`src/rtl/qdec_pkg.sv`:
```
package qdec_pkg;

  // Phase code is {A,B}; forward order 00 -> 10 -> 11 -> 01
  typedef enum logic [1:0] {
    PH0 = 2'b00,
    PH1 = 2'b10,
    PH2 = 2'b11,
    PH3 = 2'b01
  } phase_t;

  function automatic phase_t phase_fwd(phase_t p);
    case (p)
      PH0:     return PH1;
      PH1:     return PH2;
      PH2:     return PH3;
      default: return PH0;
    endcase
  endfunction

  function automatic phase_t phase_bwd(phase_t p);
    case (p)
      PH0:     return PH3;
      PH3:     return PH2;
      PH2:     return PH1;
      default: return PH0;
    endcase
  endfunction

endpackage

```
`src/rtl/qdec_sync.sv`:
```
module qdec_sync #(
  parameter int STAGES = 2
) (
  input  logic clk_i,
  input  logic rst_ni,
  input  logic d_i,
  output logic q_o
);
  logic [STAGES-1:0] chain_q;

  always_ff @(posedge clk_i or negedge rst_ni) begin
    if (!rst_ni) chain_q <= '0;
    else         chain_q <= {chain_q[STAGES-2:0], d_i};
  end

  assign q_o = chain_q[STAGES-1];
endmodule

```
`src/rtl/qdec_filter.sv`:
```
module qdec_filter #(
  parameter int LEN = 4
) (
  input  logic clk_i,
  input  logic rst_ni,
  input  logic d_i,
  output logic q_o
);
  localparam int CW = (LEN > 2) ? $clog2(LEN) : 1;

  logic [CW-1:0] run_q;
  logic          lvl_q;

  always_ff @(posedge clk_i or negedge rst_ni) begin
    if (!rst_ni) begin
      run_q <= '0;
      lvl_q <= 1'b0;
    end else if (d_i != lvl_q) begin
      if (run_q == CW'(LEN-1)) begin
        lvl_q <= d_i;
        run_q <= '0;
      end else begin
        run_q <= run_q + 1'b1;
      end
    end else begin
      run_q <= '0;
    end
  end

  assign q_o = lvl_q;
endmodule

```
`src/rtl/qdec_fsm.sv`:
```
module qdec_fsm
  import qdec_pkg::*;
#(
  parameter int SETTLE = 8
) (
  input  logic clk_i,
  input  logic rst_ni,
  input  logic a_i,
  input  logic b_i,
  output logic inc_o,
  output logic dec_o,
  output logic up_o,
  output logic dn_o,
  output logic err_o
);
  localparam int WW = $clog2(SETTLE + 1);

  phase_t        st_q, cur;
  logic          ready_q;
  logic [WW-1:0] wait_q;
  logic          up_q, dn_q, err_q, dbl;

  assign cur   = phase_t'({a_i, b_i});
  assign inc_o = ready_q && (cur == phase_fwd(st_q));
  assign dec_o = ready_q && (cur == phase_bwd(st_q));
  // neither neighbour nor same phase: both channels moved
  assign dbl   = ready_q && (cur != st_q) && !inc_o && !dec_o;

  always_ff @(posedge clk_i or negedge rst_ni) begin
    if (!rst_ni) begin
      st_q    <= PH0;
      ready_q <= 1'b0;
      wait_q  <= '0;
      up_q    <= 1'b0;
      dn_q    <= 1'b0;
      err_q   <= 1'b0;
    end else begin
      st_q <= cur;
      if (!ready_q) begin
        wait_q <= wait_q + 1'b1;
        if (wait_q == WW'(SETTLE-1)) ready_q <= 1'b1;
      end
      up_q <= inc_o;
      dn_q <= dec_o;
      if (dbl) err_q <= 1'b1;
    end
  end

  assign up_o  = up_q;
  assign dn_o  = dn_q;
  assign err_o = err_q;
endmodule

```
`src/rtl/qdec_counter.sv`:
```
module qdec_counter #(
  parameter int W = 16
) (
  input  logic         clk_i,
  input  logic         rst_ni,
  input  logic         clr_i,
  input  logic         inc_i,
  input  logic         dec_i,
  output logic [W-1:0] pos_o
);
  logic [W-1:0] pos_q;

  always_ff @(posedge clk_i or negedge rst_ni) begin
    if (!rst_ni)    pos_q <= '0;
    else if (clr_i) pos_q <= '0;
    else if (inc_i) pos_q <= pos_q + 1'b1;
    else if (dec_i) pos_q <= pos_q - 1'b1;
  end

  assign pos_o = pos_q;
endmodule

```
`src/rtl/quad_decoder.sv`:
```
module quad_decoder #(
  parameter int SYNC_STAGES = 2,
  parameter int FILT_LEN    = 4,
  parameter int POS_W       = 16
) (
  input  logic             clk_i,
  input  logic             rst_ni,
  input  logic             enc_a_i,
  input  logic             enc_b_i,
  input  logic             clear_i,
  output logic [POS_W-1:0] pos_o,
  output logic             up_o,
  output logic             dn_o,
  output logic             err_o
);
  localparam int SETTLE = SYNC_STAGES + FILT_LEN + 2;

  logic [1:0] raw, synced, filt;
  logic       inc, dec;

  assign raw = {enc_a_i, enc_b_i};

  for (genvar g = 0; g < 2; g++) begin : g_chan
    qdec_sync #(.STAGES(SYNC_STAGES)) u_sync (
      .clk_i (clk_i),
      .rst_ni(rst_ni),
      .d_i   (raw[g]),
      .q_o   (synced[g])
    );
    qdec_filter #(.LEN(FILT_LEN)) u_filt (
      .clk_i (clk_i),
      .rst_ni(rst_ni),
      .d_i   (synced[g]),
      .q_o   (filt[g])
    );
  end

  qdec_fsm #(.SETTLE(SETTLE)) u_fsm (
    .clk_i (clk_i),
    .rst_ni(rst_ni),
    .a_i   (filt[1]),
    .b_i   (filt[0]),
    .inc_o (inc),
    .dec_o (dec),
    .up_o  (up_o),
    .dn_o  (dn_o),
    .err_o (err_o)
  );

  qdec_counter #(.W(POS_W)) u_cnt (
    .clk_i (clk_i),
    .rst_ni(rst_ni),
    .clr_i (clear_i),
    .inc_i (inc),
    .dec_i (dec),
    .pos_o (pos_o)
  );
endmodule

```
`config.mk`:
```
export PLATFORM = sky130hd
export DESIGN_NAME = quad_decoder
export DESIGN_NICKNAME = d
export VERILOG_FILES = /design/src/rtl/qdec_pkg.sv /design/src/rtl/qdec_sync.sv /design/src/rtl/qdec_filter.sv /design/src/rtl/qdec_fsm.sv /design/src/rtl/qdec_counter.sv /design/src/rtl/quad_decoder.sv
export SDC_FILE = /design/constraint.sdc
export NUM_CORES = 1
export LEC_CHECK = 0
export BUFFER_PORTS_ARGS = -buffer_cell sky130_fd_sc_hd__buf_2
export CORE_MARGIN = 2
export CORE_UTILIZATION = 60
export CTS_BUF_LIST = sky130_fd_sc_hd__clkbuf_8
export DETAILED_ROUTE_END_ITERATION = 7
export GPL_TIMING_DRIVEN = 0
export PLACE_DENSITY = 0.82
export SLEW_MARGIN = 40
export SYNTH_ARGS = -nofsm -noshare
export SYNTH_HDL_FRONTEND = slang
export SYNTH_SLANG_ARGS = --single-unit
```
`constraint.sdc`:
```
create_clock -name clk_i -period 3.6 [get_ports clk_i]
set_input_delay 0.72 -clock clk_i [delete_from_list [all_inputs] [get_ports clk_i]]
set_output_delay 0.72 -clock clk_i [all_outputs]
set_load 0.05 [all_outputs]
```
After elaboration in Yosys (flattened, before gate mapping)
Cells that the tools add are included.
- word-level logic and storage cells: 51
- output and inout port bits: 19
- input bits: 5
- register bits: 36
- equal/unequal tests: 11
- reduce and logical (&&, ||, !) cells: 11
- muxes and demuxes: 11
- add/sub/neg operators: 5
- operator list (cell ; number):
    2-to-1 mux 16 bit ; 3
    adder 16 x 1 -> 16 bit (second input constant) ; 1
    subtractor 16 x 1 -> 16 bit (second input constant) ; 1
    one-hot mux 2 bit (3 select lines) ; 2
    equality test 2 bit (second input constant) ; 4
    2-to-1 mux 2 bit ; 4
    logical AND 1 bit ; 5
    adder 2 x 1 -> 2 bit (second input constant) ; 2
    adder 4 x 1 -> 4 bit (second input constant) ; 1
    equality test 2 bit ; 2
    equality test 4 x 3 -> 1 bit (second input constant) ; 1
    AND reduction 2 bit ; 2
    nonzero test 3 bit ; 1
    equality test 2 x 1 -> 1 bit (second input constant) ; 1
    logical NOT 1 bit ; 2
    logical NOT 2 bit ; 1
    2-to-1 mux 1 bit ; 2
    != test 1 bit ; 2
    != test 2 bit ; 1

Depth between registers and ports, before layout
Gate-level depths: netlist of run 1.
- word-level depth: 7
- mapped depth: 10

By module
A second synthesis of run 1 with hierarchy kept.
- cell total of the unflattened synthesis: 198
- area, all modules: 2122.0 um2
- modules (own cells, without submodules) (module ; area an instance (um2) ; instances ; cells an instance ; sequential area each (um2)):
    qdec_counter ; 1351.3 ; 1 ; 151 ; 400.4
    qdec_fsm ; 422.9 ; 1 ; 27 ; 250.2
    qdec_filter ; 123.9 ; 2 ; 8 ; 75.1
    qdec_sync ; 50.0 ; 2 ; 2 ; 50.0

Worst setup path before layout of run 1
No wires, ideal clock.
- path type: reg2reg
- from: register g_chan[0].u_filt.lvl_q
- to: register u_cnt.pos_q[15], in the netlist u_cnt.pos_o[15]
- clock period less this slack: 3.121 ns
- slack: 0.479 ns
- setup time: 0.128 ns
- path buffers: 0
- cell stages (with the launch flop): 11
- arrival: 2.994 ns
- path through: dfrtp_1 -> xor2_1 -> nor2_1 -> nand2_1 -> ha_1 -> and3_1 -> a221oi_2 -> o31ai_2 -> o32ai_2 -> mux2i_1 -> mux2_1
- cells in the longest elaborated chain, start to end: 4
- elaborated cells between the ends (all ways): 7
- classes of those cells: eq/ne (2); mux (2); reduce/logical (3)
- RTL lines (element ; line ; source):
    from (decl) ; qdec_filter.sv:12 ; logic lvl_q;
    from (signal assigned) ; qdec_filter.sv:20 ; lvl_q <= d_i;
    equality test 2 bit ; qdec_fsm.sv:24 ; assign inc_o = ready_q && (cur == phase_fwd(st_q));
    logical AND 1 bit ; qdec_fsm.sv:24 ;
    2-to-1 mux 16 bit ; qdec_counter.sv:16 ; else if (inc_i) pos_q <= pos_q + 1'b1;
    2-to-1 mux 16 bit ; qdec_counter.sv:15 ; else if (clr_i) pos_q <= '0;
    to (signal assigned) ; qdec_counter.sv:16 ;
    to (signal assigned) ; qdec_counter.sv:17 ; else if (dec_i) pos_q <= pos_q - 1'b1;
    to (decl) ; qdec_counter.sv:11 ; logic [W-1:0] pos_q;
Parallel ways exist; a longest one is shown, timed or not.
A chain may end at the register's enable or synchronous reset.

Worst setup path after layout of run 1
Same ends and word-level chain as after synthesis.

==> impl_metrics.env, run 1 <==
export IMPL_synth_edf_count=0
export IMPL_port_buffers=23
export IMPL_ys_types=41
export IMPL_crit_fanout=18
export IMPL_grt_usage_pct=23.72
export IMPL_routed_wl_microns=4241
export IMPL_die_width_microns=63.21
export IMPL_grt_max_degree=37
export IMPL_areaGrowthSynthToFinish_pct=13.98
export IMPL_syn_num_nets=234
export IMPL_root_buffer="clkbuf_8"
export IMPL_antenna_left=0
export IMPL_cp_startpoint="g_chan[0].u_filt.q_o"
export IMPL_drc=0
export IMPL_path_class="flop to flop"
export IMPL_clock_skew_ps=8.046
export IMPL_worstPathRequired_ps=3770
export IMPL_grt_pass1_wl_microns=7231
export IMPL_cts_buffers=5
export IMPL_drt_iter0_markers=87
export IMPL_yosys_top_cells_count="dfrtp_1 (36), nand2_1 (24), ha_1 (19)"
export IMPL_synth_largest_area_cell="dfrtp_1"
export IMPL_clockBufferDepth=2
export IMPL_core_sq_um=3363
export IMPL_synth_cells=209
export IMPL_antenna_found_initial=0
export IMPL_gp_congestion=0.8908
export IMPL_ys_ff_latch=36
export IMPL_end_kind="flop"
export IMPL_antennaDiodeCount=0
export IMPL_htreeDepth=2
export IMPL_drv_slew=0
export IMPL_dieArea_sq_um=3995
export IMPL_io_pins=24
export IMPL_clk_latency_ps=300
export IMPL_yosysSeqAreaShare_pct=42.83
export IMPL_die_h_microns=63.21
export IMPL_post_cts_setup_buffers=0
export IMPL_slew_headroom_pct=56.81
export IMPL_fmax_ghz=0.3001
export IMPL_hold_start="g_chan[1].u_sync.chain_q[0]"
export IMPL_async_flop_share_pct=100.0
export IMPL_rsz0062_at_grt="no"
export IMPL_synth_ff_type="dfrtp_1"
export IMPL_clkTransAtPathRegs_ps=70
export IMPL_crit_path_start_kind="flop"
export IMPL_drtPass1Iterations=4
export IMPL_min_path_type="flop to flop"
export IMPL_maxCapViolCount=0
export IMPL_avgSynthCellArea_sq_um=10.06
export IMPL_vias=1659
export IMPL_fin_ws_ps=267.8
export IMPL_worstPathArrival_ps=3500
export IMPL_yosysTopAreaCellShare_pct=42.83
export IMPL_cts_tree="yes"
export IMPL_placed_cells=278
export IMPL_cts_resized=1
export IMPL_yosys_warnings=0
export IMPL_floorplan_initialDensity_pct=62.54
export IMPL_layout_cells_non_filler=286
export IMPL_dp_hpwl_microns=2908
export IMPL_grt_pass1_vias=1587
export IMPL_holdPathStages=0
export IMPL_worstRegToRegCells=10
export IMPL_grt_overflow=0
export IMPL_fin_crit_ps=3332
export IMPL_reg2reg_from="g_chan[0].u_filt.q_o"
export IMPL_fin_nets=264
export IMPL_place_ws_ps=-42.04
export IMPL_syn_area_sq_um=2103
export IMPL_synthMostInstantiatedCell="dfrtp_1"
export IMPL_finalHoldViolations=0
export IMPL_vias_per_cell=5.801
export IMPL_worst_pin_slew_ps=643.5
export IMPL_drive_above_1_share_pct=17.92
export IMPL_finalSetupViolCount=0
export IMPL_cts_hold_buf=0
export IMPL_cts_sink_count=36
export IMPL_rows=21
export IMPL_wl_per_cell_microns=14.83
export IMPL_timing_final_crit_share_pct=92.56
export IMPL_status="completed"
export IMPL_synthTopCellsByArea="dfrtp_1 (43%), ha_1 (11%), xnor2_1 (5.8%)"
## metrics by stage
stage	util, %	hold slack [ps]	instance area, sq um	TNS, ps
6_report	71.28	349.1	2397	0
5_1_grt	71.28	371.9	2397	0
4_1_cts	71.06	350.9	2390	0
3_5_place_dp	67.67	334.7	2276	-42.04
3_3_place_gp	67.67	331.4	2276	0
2_1_floorplan	-	331.2	2103	0
## state kept, by name, summed over array words and instances (netlist names)
signal and flops:
u_fsm.ready_q 1, u_fsm.st_q 2, u_cnt.pos_o 16, g_chan.u_filt.run_q 4, u_fsm.dn_o 1, g_chan.u_sync.chain_q 4, u_fsm.up_o 1, u_fsm.wait_q 4
u_fsm.err_o 1, g_chan.u_filt.q_o 2
## layout make-up
type                    instances  area, sq um
multi-input cells             161         1164
plain buffers                   5        20.02
clock inverters                 3        42.54
flip-flops and latches         36        900.9
well taps                      46        57.56
fillers                       275        965.9
repair buffers                 23        117.6
inverters                       7        26.28
clock buffers                   5        68.82
## worst paths after layout
kind | slack, ps | end
setup / recovery | 270 | u_cnt.pos_o[15]
max in group asynchronous | 2910 | g_chan[1].u_sync.chain_q[0]
min in group asynchronous | 360 | u_cnt.pos_o[7]
hold reg to reg | 350 | g_chan[1].u_sync.chain_q[1]
setup reg to reg | 270 | u_cnt.pos_o[15]
hold / removal | 350 | g_chan[1].u_sync.chain_q[1]
## cells by family after synthesis
family                     count (synthesis)  synth area share, %
muxes                                      5                2.617
xor gates and xnor gates                  19                7.912
AOI/OAI and AO/OA                         51                16.89
adders and majority gates                 20                12.25
buffers and inverters                     12                2.201
and+or+nand+nor                           66                15.29
DFF                                       36                42.83
## critical path: stages (launching register included)
cell	delay (ps)
dfrtp_1	450
xor2_1	200
nor2_1	250
nand2_4	220
ha_1	400
and3_1	210
a221oi_2	400
o31ai_2	180
o32ai_2	320
mux2i_1	240
mux2_1	350
## placed cells by master (no fill, tap or decap), types with 4 or more instances in the layout
| cell type | netlist | layout |
|---|---|---|
| xor2_1 | 5 | 5 |
| clkbuf_8 | 0 | 5 |
| o21ai_0 | 6 | 6 |
| clkbuf_1 | 4 | 4 |
| a21o_1 | 5 | 5 |
| nor2_1 | 12 | 12 |
| nand2_1 | 24 | 23 |
| ha_1 | 19 | 19 |
| nor2b_1 | 4 | 4 |
| nand4_1 | 4 | 4 |
| inv_1 | 7 | 7 |
| xnor2_1 | 14 | 14 |
| a211oi_1 | 4 | 4 |
| nand3_1 | 7 | 7 |
| dfrtp_1 | 36 | 36 |
| buf_2 | 1 | 23 |
| a21oi_1 | 16 | 16 |
| o21a_1 | 6 | 6 |
| a31oi_1 | 4 | 4 |
| nor3_1 | 4 | 4 |
## metal layers
metal  GRT usage [%]  up-vias  wire length, microns
li1                -      814                     -
met1           30.86      805                  1958
met2           37.63       33                  2027
met3           6.250        7                   182
met4           10.05        0                    72
met5               0        -                     0
Power of run 1 is left out: the tool's default activity adds up to more than one toggle a clock period on the data nets, which glitch-free logic cannot reach.
==> inputs of run 2 (changes only) <==
SYNTH_HIERARCHICAL = 1   (was not set)
==> impl_metrics.env, run 2 <==
export IMPL_avgSynthCellArea_sq_um=10.72
export IMPL_synthTopCellsByArea="dfrtp_1 (42%), ha_1 (10%), xnor2_1 (4.5%)"
export IMPL_drtPass1Iterations=4
export IMPL_yosys_warnings=6
export IMPL_synth_largest_area_cell="dfrtp_1"
export IMPL_final_cell_mix="dfrtp_1 (36), buf_2 (22), ha_1 (17), nand2_1 (17), xnor2_1 (11)"
export IMPL_slew_headroom_pct=50.99
export IMPL_reg2reg_slack_ps=330
export IMPL_end_kind="flop"
export IMPL_fillers=269
export IMPL_port_buffers=22
export IMPL_hold_start="g_chan[0].u_sync/chain_q[0]"
export IMPL_cts_sink_count=36
export IMPL_fmax_ghz=0.3055
export IMPL_tns_ps=0
export IMPL_die_h_microns=63.47
export IMPL_hold_path_endpoint="g_chan[0].u_sync/chain_q[1]"
export IMPL_drc=0
export IMPL_clock_skew_ps=7.134
export IMPL_rsz0062_at_grt="no"
export IMPL_reg2reg_from="g_chan[1].u_filt/q_o"
export IMPL_cp_startpoint="g_chan[1].u_filt/q_o"
export IMPL_clkTransAtPathRegs_ps=70
export IMPL_cts_hold_buf=0
export IMPL_antennaDiodeCount=0
export IMPL_grt_pass1_wl_microns=7603
export IMPL_synth_edf_count=0
export IMPL_fin_crit_ps=3273
export IMPL_syn_area_sq_um=2122
export IMPL_crit_fanout=16
export IMPL_yosys_area_share_simple_pct=15.86
export IMPL_floorplan_initialDensity_pct=63.10
export IMPL_antenna_found_initial=0
export IMPL_fin_nets=250
export IMPL_syn_num_nets=221
export IMPL_synth_top_family_by_area="compound AO/OA/AOI/OAI gates"
export IMPL_holdPathStages=0
export IMPL_crit_path_start_kind="flop"
export IMPL_cts_buffers=5
export IMPL_fin_ws_ps=326.8
export IMPL_vias=1627
export IMPL_synth_compound_area_share_pct=16.98
export IMPL_synth_cells=198
export IMPL_yosysTopAreaCellShare_pct=42.45
export IMPL_yosysSeqAreaShare_pct=42.45
export IMPL_drt_iter0_markers=99
export IMPL_synth_ff_type="dfrtp_1"
export IMPL_die_width_microns=63.47
export IMPL_grt_overflow=0
export IMPL_min_path_type="flop to flop"
export IMPL_io_pins=24
export IMPL_ys_types=48
export IMPL_cts_resized=0
export IMPL_cts_tree="yes"
export IMPL_root_buffer="clkbuf_8"
export IMPL_wl_per_cell_microns=16.03
export IMPL_ys_ff_latch=36
export IMPL_dieArea_sq_um=4028
export IMPL_async_flop_share_pct=100.0
export IMPL_worstRegToRegCells=10
export IMPL_worstPathRequired_ps=3780
export IMPL_placed_cells=266
export IMPL_grt_usage_pct=24.62
export IMPL_post_cts_setup_buffers=0
export IMPL_grt_max_degree=37
export IMPL_grt_pass1_vias=1661
export IMPL_finalSetupViolCount=0
export IMPL_clk_latency_ps=290
export IMPL_worstPathArrival_ps=3450
export IMPL_maxCapViolCount=0
export IMPL_timing_final_crit_share_pct=90.92
export IMPL_yosys_top_cells_count="dfrtp_1 (36), ha_1 (17), nand2_1 (17)"
export IMPL_routed_wl_microns=4393
export IMPL_clockBufferDepth=2
export IMPL_gp_congestion=0.8798
export IMPL_antenna_left=0
export IMPL_largest_register_ff_count=16
export IMPL_drv_slew=0
export IMPL_place_ws_ps=319.5
export IMPL_status="completed"
export IMPL_layout_cells_non_filler=274
export IMPL_final_common_cell="dfrtp_1"
export IMPL_synth_xor_area_share_pct=7.783
export IMPL_synth_mux_area_share_pct=3.243
export IMPL_synthMostInstantiatedCell="dfrtp_1"
export IMPL_vias_per_cell=5.938
export IMPL_rows=21
export IMPL_fin_area_sq_um=2400
export IMPL_htreeDepth=2
export IMPL_dp_hpwl_microns=3077
export IMPL_r2r_end="u_cnt/pos_o[15]"
export IMPL_areaGrowthSynthToFinish_pct=13.09
export IMPL_core_sq_um=3363
export IMPL_path_class="flop to flop"
export IMPL_worst_pin_slew_ps=732.5
export IMPL_finalHoldViolations=0
export IMPL_synthAdderAreaFrac_pct=10.97
export IMPL_drive_above_1_share_pct=21.93
export IMPL_placed_area_sq_um=2290
run 2: cell type report:
cell class	instances	area (sq um)	share of cell area, %
sequential	36	900.9	37.54
clock buffer	5	68.82	2.868
clock inverter	3	38.79	1.616
tap	46	57.56	2.398
inverter	7	26.28	1.095
buffer	6	31.28	1.303
multi-input combinational	149	1164	48.49
timing repair buffer	22	112.6	4.692
run 2: routing by layer:
layer	wire length (microns)	global-route usage, %
met5	0	0
met4	87	12.23
met3	235	7.143
met2	2225	40.53
met1	1844	29.34
run 2: worst max-delay path, stage by stage (launching register included):
cell and delay (ps):
dfrtp_1 450, xor2_1 180, and3_2 250, inv_1 450, ha_1 410, a21oi_2 240, o211ai_1 120, o211a_2 170
o311ai_2 260, mux2i_1 260, mux2_1 340
run 2: cell families after synthesis:
family / Yosys count
AOI/OAI and AO/OA: 47
xor gates and xnor gates: 18
adders and majority gates: 18
buffers and inverters: 13
DFF: 36
muxes: 6
and+or+nand+nor: 60
run 2: worst max path at each step:
stage,end,slack [ps],depth (start not counted)
global placement,u_cnt/pos_o[15],450,10
global route,u_cnt/pos_o[15],130,10
floorplan,u_cnt/pos_o[15],770,10
detailed placement,u_cnt/pos_o[15],320,10
finish,u_cnt/pos_o[15],330,10
CTS,u_cnt/pos_o[15],270,10
run 2: through the flow:
step	hold WS [ps]	util [%]
after floorplan	331.2	-
after global placement	333.4	68.08
after detailed placement	337.9	68.08
after CTS	354.6	71.28
after global routing	360.2	71.35
final	351.5	71.35
Power of run 2 is left out for the same reason.
==> inputs of run 3 (changes only) <==
clock period = 3.45 ns   (was 3.6 ns; I/O delays follow)
==> impl_metrics.env, run 3 (same netlist as run 2, synthesis figures left out) <==
export IMPL_fmax_ghz=0.3168
export IMPL_gp_congestion=0.8798
export IMPL_cts_sink_count=36
export IMPL_reg2reg_from="g_chan[1].u_filt/q_o"
export IMPL_grt_overflow=0
export IMPL_vias_per_cell=5.964
export IMPL_clock_skew_ps=6.151
export IMPL_endpoint="u_cnt/pos_o[15]"
export IMPL_worst_pin_slew_ps=741.3
export IMPL_tns_ps=0
export IMPL_port_buffers=22
export IMPL_worstPathRequired_ps=3630
export IMPL_met1Wirelength_microns=1889
export IMPL_slew_headroom_pct=50.39
export IMPL_core_sq_um=3363
export IMPL_io_pins=24
export IMPL_clk_latency_ps=300
export IMPL_rows=21
export IMPL_routed_wl_microns=4409
export IMPL_areaGrowthSynthToFinish_pct=14.21
export IMPL_rsz0062_at_grt="no"
export IMPL_antenna_found_initial=0
export IMPL_final_common_cell="dfrtp_1"
export IMPL_drc=0
export IMPL_clkTransAtPathRegs_ps=70
export IMPL_drive_above_1_share_pct=22.71
export IMPL_dr_max_layer_used="met4"
export IMPL_crit_path_start_kind="flop"
export IMPL_final_cell_mix="dfrtp_1 (36), buf_2 (22), ha_1 (17), nand2_1 (17), xnor2_1 (11)"
export IMPL_drv_slew=0
export IMPL_grt_pass1_vias=1661
export IMPL_grt_usage_pct=24.62
export IMPL_route_met2_wl_microns=2197
export IMPL_reg2reg_slack_ps=290
export IMPL_grt_pass1_wl_microns=7603
export IMPL_antennaDiodeCount=0
export IMPL_clockBufferDepth=2
export IMPL_worstRegToRegCells=11
export IMPL_path_class="flop to flop"
export IMPL_vias=1640
export IMPL_finalHoldViolations=0
export IMPL_maxCapViolCount=0
export IMPL_cp_startpoint="g_chan[1].u_filt/q_o"
export IMPL_htreeDepth=2
export IMPL_r2r_end="u_cnt/pos_o[15]"
export IMPL_cts_tree="yes"
export IMPL_worstPathArrival_ps=3330
export IMPL_cts_buffers=5
export IMPL_finalSetupViolCount=0
export IMPL_drtPass1Iterations=4
export IMPL_dp_hpwl_microns=3077
export IMPL_end_kind="flop"
export IMPL_timing_final_crit_share_pct=91.49
export IMPL_fin_crit_ps=3156
export IMPL_dr_wl_met3_microns=232
export IMPL_fin_nets=251
export IMPL_grt_max_degree=37
export IMPL_dieArea_sq_um=4028
export IMPL_die_h_microns=63.47
export IMPL_drt_iter0_markers=84
export IMPL_min_path_type="primary input to asynchronous set/reset pin"
export IMPL_wl_per_cell_microns=16.03
export IMPL_largest_register_ff_count=16
export IMPL_die_width_microns=63.47
export IMPL_antenna_left=0
export IMPL_root_buffer="clkbuf_8"
export IMPL_floorplan_initialDensity_pct=63.10
export IMPL_crit_fanout=15
export IMPL_status="completed"
## run 3: worst min-delay path by stage
stage	end	slack [ps]	startpoint
5_1_grt	g_chan[0].u_sync/chain_q[1]	360	g_chan[0].u_sync/chain_q[0]
3_3_place_gp	g_chan[1].u_sync/chain_q[1]	330	g_chan[1].u_sync/chain_q[0]
3_5_place_dp	g_chan[0].u_sync/chain_q[1]	340	g_chan[0].u_sync/chain_q[0]
2_1_floorplan	g_chan[0].u_sync/chain_q[1]	330	g_chan[0].u_sync/chain_q[0]
4_1_cts	g_chan[0].u_sync/chain_q[1]	350	g_chan[0].u_sync/chain_q[0]
6_report	u_fsm/wait_q[0]	330	rst_ni
## run 3: timing repair
action / 4_1_cts / 5_1_grt
setup buffers: 0 / 1
endpoints found under the setup margin: 0 / 1
hold buffers: 0 / 0
resized for setup: 0 / 1
## run 3: worst max-delay path: stages, from the launching register on
cell and delay [ps]:
dfrtp_1 460, xor2_1 210, and3_2 300, clkinvlp_4 140
buf_12 160, ha_1 350, a21oi_2 240, o211ai_1 120
o211a_2 170, o311ai_2 260, mux2i_1 270, mux2_1 340
## run 3: area by class of cell
class | instances | area, sq um
clock inverters | 3 | 38.79
well taps | 46 | 57.56
flip-flops and latches | 36 | 900.9
fillers | 269 | 939.7
inverters | 7 | 30.03
multi-input cells | 149 | 1164
repair buffers | 23 | 132.6
plain buffers | 6 | 31.28
clock buffers | 5 | 68.82
## run 3: stage by stage
| stage | hold WS (ps) | cells | worst slack (ps) | utilization [%] | area, sq um |
|---|---|---|---|---|---|
| global placement | 333.4 | 266 | 296.1 | 68.08 | 2290 |
| global route | 360.2 | 275 | 109.4 | 72.06 | 2424 |
| floorplan | 331.2 | 198 | 620.9 | - | 2122 |
| CTS | 354.6 | 274 | 124.4 | 71.28 | 2397 |
| finish | 334.3 | 275 | 293.6 | 72.06 | 2424 |
| detailed placement | 337.9 | 266 | 169.5 | 68.08 | 2290 |
## run 3: metal layers
layer	track usage, %	up-vias
met5	0	-
met4	12.23	0
met3	7.143	9
met2	40.53	45
met1	29.34	803
li1	-	783
Power of run 3 is left out for the same reason.
